--- config.mk ---
export PLATFORM = sky130hd
export DESIGN_NAME = countdown_timer
export DESIGN_NICKNAME = d
export VERILOG_FILES = /design/src/rtl/countdown_pkg.sv /design/src/rtl/countdown_reload.sv /design/src/rtl/countdown_ctrl.sv /design/src/rtl/countdown_counter.sv /design/src/rtl/countdown_timer.sv
export SDC_FILE = /design/constraint.sdc
export NUM_CORES = 1
export LEC_CHECK = 0
export ABC_AREA = 1
export ABC_CLOCK_PERIOD_IN_PS = 2690
export BUFFER_PORTS_ARGS = -buffer_cell sky130_fd_sc_hd__buf_2
export CORE_UTILIZATION = 54
export CTS_CLUSTER_DIAMETER = 120
export DETAILED_ROUTE_END_ITERATION = 8
export GPL_TIMING_DRIVEN = 0
export HOLD_SLACK_MARGIN = 0.03
export PLACE_DENSITY = 0.86
export SLEW_MARGIN = 40
export SYNTH_ARGS = -nofsm -noshare
export SYNTH_HDL_FRONTEND = slang
export SYNTH_SLANG_ARGS = --single-unit
--- constraint.sdc ---
create_clock -name clk_i -period 2.69 [get_ports clk_i]
set_clock_uncertainty 0.15 [all_clocks]
set_input_delay 0.538 -clock clk_i [delete_from_list [all_inputs] [get_ports clk_i]]
set_output_delay 0.538 -clock clk_i [all_outputs]
set_load 0.005 [all_outputs]
--- src/rtl/countdown_pkg.sv ---
`timescale 1ns/1ps
package countdown_pkg;
  typedef enum logic [1:0] {
    ACT_HOLD   = 2'd0,
    ACT_SWLOAD = 2'd1,
    ACT_STEP   = 2'd2,
    ACT_EXPIRE = 2'd3
  } cnt_act_e;
endpackage

--- src/rtl/countdown_reload.sv ---
`timescale 1ns/1ps
module countdown_reload #(
  parameter int W = 32
) (
  input  logic         clk_i,
  input  logic         rst_ni,
  input  logic         wr_i,
  input  logic [W-1:0] data_i,
  output logic [W-1:0] val_o
);
  always_ff @(posedge clk_i or negedge rst_ni) begin
    if (!rst_ni)   val_o <= '0;
    else if (wr_i) val_o <= data_i;
  end
endmodule

--- src/rtl/countdown_ctrl.sv ---
`timescale 1ns/1ps
module countdown_ctrl
  import countdown_pkg::*;
#(
  parameter int W = 32
) (
  input  logic         tick_i,
  input  logic         cnt_wr_i,
  input  logic [W-1:0] cnt_i,
  output cnt_act_e     act_o
);
  localparam logic [W-1:0] ONE = {{(W-1){1'b0}}, 1'b1};

  always_comb begin
    act_o = ACT_HOLD;
    if (cnt_wr_i)                  act_o = ACT_SWLOAD;  // write beats tick
    else if (tick_i && cnt_i == ONE) act_o = ACT_EXPIRE;
    else if (tick_i && cnt_i != '0)  act_o = ACT_STEP;
  end
endmodule

--- src/rtl/countdown_counter.sv ---
`timescale 1ns/1ps
module countdown_counter
  import countdown_pkg::*;
#(
  parameter int W = 32
) (
  input  logic         clk_i,
  input  logic         rst_ni,
  input  cnt_act_e     act_i,
  input  logic         auto_reload_i,
  input  logic [W-1:0] wr_data_i,
  input  logic [W-1:0] reload_i,
  output logic [W-1:0] cnt_o,
  output logic         expire_o
);
  localparam logic [W-1:0] ONE = {{(W-1){1'b0}}, 1'b1};

  logic [W-1:0] cnt_d;

  always_comb begin
    unique case (act_i)
      ACT_SWLOAD: cnt_d = wr_data_i;
      ACT_STEP:   cnt_d = cnt_o - ONE;
      ACT_EXPIRE: cnt_d = auto_reload_i ? reload_i : '0;
      default:    cnt_d = cnt_o;
    endcase
  end

  always_ff @(posedge clk_i or negedge rst_ni) begin
    if (!rst_ni) begin
      cnt_o    <= '0;
      expire_o <= 1'b0;
    end else begin
      cnt_o    <= cnt_d;
      expire_o <= (act_i == ACT_EXPIRE);
    end
  end
endmodule

--- src/rtl/countdown_timer.sv ---
`timescale 1ns/1ps
module countdown_timer
  import countdown_pkg::*;
#(
  parameter int W = 32
) (
  input  logic         clk_i,
  input  logic         rst_ni,
  input  logic         tick_i,
  input  logic         cnt_wr_i,
  input  logic         reload_wr_i,
  input  logic [W-1:0] wr_data_i,
  input  logic         auto_reload_i,
  output logic [W-1:0] cnt_o,
  output logic [W-1:0] reload_o,
  output logic         expire_o
);
  cnt_act_e act;

  countdown_reload #(.W(W)) u_reload (
    .clk_i  (clk_i),
    .rst_ni (rst_ni),
    .wr_i   (reload_wr_i),
    .data_i (wr_data_i),
    .val_o  (reload_o)
  );

  countdown_ctrl #(.W(W)) u_ctrl (
    .tick_i   (tick_i),
    .cnt_wr_i (cnt_wr_i),
    .cnt_i    (cnt_o),
    .act_o    (act)
  );

  countdown_counter #(.W(W)) u_cnt (
    .clk_i         (clk_i),
    .rst_ni        (rst_ni),
    .act_i         (act),
    .auto_reload_i (auto_reload_i),
    .wr_data_i     (wr_data_i),
    .reload_i      (reload_o),
    .cnt_o         (cnt_o),
    .expire_o      (expire_o)
  );
endmodule

==> flow_summary.ini <==
[layout]
post_route_cells_drive_above_1_share_pct = 22.6
area.sequential_um2 = 1630
multi_input_comb_area_um2 = 2290
area_delta_synth_final_pct = 20.2
fillerInstances = 705
antenna_cells_inserted = 0
final_core_utilization_pct = 66.6
num-nets-final = 768

[power_and_ir_drop]
power_switching_mw = 0.913
sequentialPowerShare_pct = 45.2
cellLeakagePower_nw = 2.69
vdd.ir_drop.worst_v = 0.000333
power_frac_clock_pct = 32.5
cellPowerDensity_nw_per_um2 = 521
pwr-share-comb_pct = 22.2
cell_internal_pwr_mw = 1.76
switching_share_pct = 34.2

[clock_tree]
clock_insertion_delay_worst_skew_ps = 350
clock_sinks = 65
cts_buffer_depth = 2
cts_root_buf = sky130_fd_sc_hd__clkbuf_8
cts_tree = done
htree_levels = 3
cts.clk_slew.worst_paths_ps = 80
cts.repair_timing.setup_buffer_count = 0
number_of_clock_buffers_inserted_by_tritoncts = 9

[sta]
timing.final.setup_violations = 0
unrepaired_setup_endpoints_after_global_routing = no
achievable-frequency_ghz = 0.407
hold_viol = 0
timing_worst_slew_pin_value_ps = 580
max_transition_viols_final = 0
final.setup.tns_ps = 0
slew_headroom_pct = 61.4
period_needed_ps = 2460
finalCritPeriodShare_pct = 91.3

[placement]
gp_congestion = 0.983
i_o_buffers = 100
dp_hpwl_um = 9760

[synthesis]
synth_edf_count = 0
postSynthRegisterBits = 65
synth-async-reset-ratio_pct = 100
number_of_warnings_printed_during_yosys_synthesis = 0
synth.distinct_cells = 27
synth.net_count = 655
synth-main-ff-cell = sky130_fd_sc_hd__dfrtp_1
syn-instance-count = 615
synth.cell_area_um2 = 4260
seq_area_frac_synth_pct = 38.2
synthesis.area_per_instance_um2 = 6.93

[detailed_routing]
drtIter0Drc = 349
final_antenna_net_count = 0
route.detailed.vias_per_inst = 5.27
num_vias = 4398
routed_wl_um = 12600
firstDrtPassIters = 4
drcViolationCount = 0
detail_routed_net_length_per_standard_cell_um = 15.1

[floorplan]
dieHeight_um = 90.8
num_rows = 32
die_w_um = 90.8
die_area_um2 = 8250
core_um2 = 7690
initial_utilization_pct = 55.4
ioPinCount = 103

[grt]
grt_use_total_pct = 32.0
grt_pass1_wl_um = 20700
grt_remaining_overflow = 0
grt_start_max_net_pins = 44
first_global_vias = 4114
antenna_found_initial = 0

[setup_path]
worst_setup_path_end_kind = flip-flop
timing.critical_path.arrival_ps = 2550
critPathRequiredTime_ps = 2780
largest_fanout_of_any_net_on_the_critical_path = 10
worst_setup_path_start_kind = flip-flop
timing.setup.critical_path_class = reg2reg

[worst_hold_path]
timing.hold.worst.class = in2reg

[outcome]
status = finished, final reports clean

[flow_run]
number_of_maximum_capacitance_violations = 0
==> metrics by stage <==
| step | area (um2) | total power [mW] | setup slack, ps | hold WS (ps) | std cells |
|---|---|---|---|---|---|
| 6_report | 5120 | 2.67 | 234 | 258 | 835 |
| 5_1_grt | 5120 | 2.80 | 110 | 272 | 835 |
| 2_1_floorplan | 4260 | 1.54 | 664 | 92.4 | 615 |
| 3_5_place_dp | 4910 | 1.81 | 292 | 303 | 818 |
| 4_1_cts | 5120 | 2.66 | 278 | 261 | 835 |
| 3_3_place_gp | 4890 | 1.79 | 317 | 361 | 817 |
==> cell families after synthesis <==
logic type      share of synthesized area [%]
buf+inv                                  7.96
flops                                    38.2
simple gates                             40.2
xor+xnor                                 5.14
mux                                      4.49
fa+ha+maj                               0.587
compound gates                           3.47
==> path summary, 6_finish.rpt <==
kind | from | to | slack, ps | cells past startpoint
min | wr_data_i[28] | u_reload.val_o[28]$_DFFE_PN0P_ | 260 | 3
min reg2reg | u_reload.val_o[0]$_DFFE_PN0P_ | u_reload.val_o[0]$_DFFE_PN0P_ | 380 | 1
max | u_cnt.cnt_o[0]$_DFFE_PN0P_ | u_cnt.cnt_o[21]$_DFFE_PN0P_ | 230 | 12
min in group asynchronous | rst_ni | u_cnt.cnt_o[24]$_DFFE_PN0P_ | 460 | 2
max reg2reg | u_cnt.cnt_o[0]$_DFFE_PN0P_ | u_cnt.cnt_o[21]$_DFFE_PN0P_ | 230 | 12
max in group asynchronous | rst_ni | u_cnt.cnt_o[1]$_DFFE_PN0P_ | 1400 | 3
==> worst max-delay path, cell delays in order (launching register included) <==
cell and delay (ps):
sky130_fd_sc_hd__dfrtp_1 420, sky130_fd_sc_hd__inv_1 170, sky130_fd_sc_hd__ha_1 340, sky130_fd_sc_hd__nand2_4 130
sky130_fd_sc_hd__nor2_8 190, sky130_fd_sc_hd__nand2_4 80, sky130_fd_sc_hd__nor2_2 150, sky130_fd_sc_hd__nor2_4 90
sky130_fd_sc_hd__nor2_8 210, sky130_fd_sc_hd__buf_6 180, sky130_fd_sc_hd__a21oi_1 50, sky130_fd_sc_hd__nand2_1 130
sky130_fd_sc_hd__nand2_1 60
==> registers in the layout, summed over array words and instances (netlist names) <==
signal and flops:
u_cnt.cnt_o 32, u_reload.val_o 32, u_cnt.expire_o 1
==> area by class of cell <==
class,instances,area share (%)
multi-input cells,471,44.8
flip-flops and latches,65,31.8
repair buffers,102,10.4
inverters,56,4.10
plain buffers,23,2.52
well taps,102,2.49
clock buffers,9,2.42
clock inverters,7,1.51
==> power groups by stage <==
stage / clock network [mW] / logic (mW) / registers [mW]
global route: 0.917 / 0.660 / 1.22
finish: 0.869 / 0.593 / 1.21
global placement: 0 / 0.569 / 1.22
detailed placement: 0 / 0.582 / 1.22
CTS: 0.870 / 0.588 / 1.21
floorplan: 0 / 0.335 / 1.20
==> cells in the final DEF (no fill, tap or decap), drive strengths merged, types with 2 or more instances in the layout <==
cell and n:
nand3 55, ha 2, mux2 17, xnor2 13
o21ai 8, a21oi 20, nand4 12, dfrtp 65
nor2 114, clkinv 3, xor2 12, inv 58
clkbuf 19, nand2 215, buf 114
==> metal layers <==
metal,up-vias,global-route usage (%),routed length (um)
met5,-,0,0
met4,0,8.33,116
met3,15,6.23,1180
met2,216,48.7,5650
met1,2028,46.7,5670
li1,2139,-,-
==> cell usage after synthesis (10+ instances only) <==
cell                       instances  area, um2
sky130_fd_sc_hd__a21oi_1          20        100
sky130_fd_sc_hd__clkbuf_1         10       37.5
sky130_fd_sc_hd__dfrtp_1          65       1630
sky130_fd_sc_hd__inv_1            55        206
sky130_fd_sc_hd__mux2_2           17        191
sky130_fd_sc_hd__nand2_1         207        777
sky130_fd_sc_hd__nand3_1          55        275
sky130_fd_sc_hd__nand4_1          12       75.1
sky130_fd_sc_hd__nor2_1          103        387
sky130_fd_sc_hd__xnor2_1          13        114
sky130_fd_sc_hd__xor2_1           12        105
==> repair_timing <==
action	4_1_cts	5_1_grt
hold buffers	1	0
hold endpoints to repair	22	0
gates resized for setup	0	0
Power figures use the tool's default switching activity.
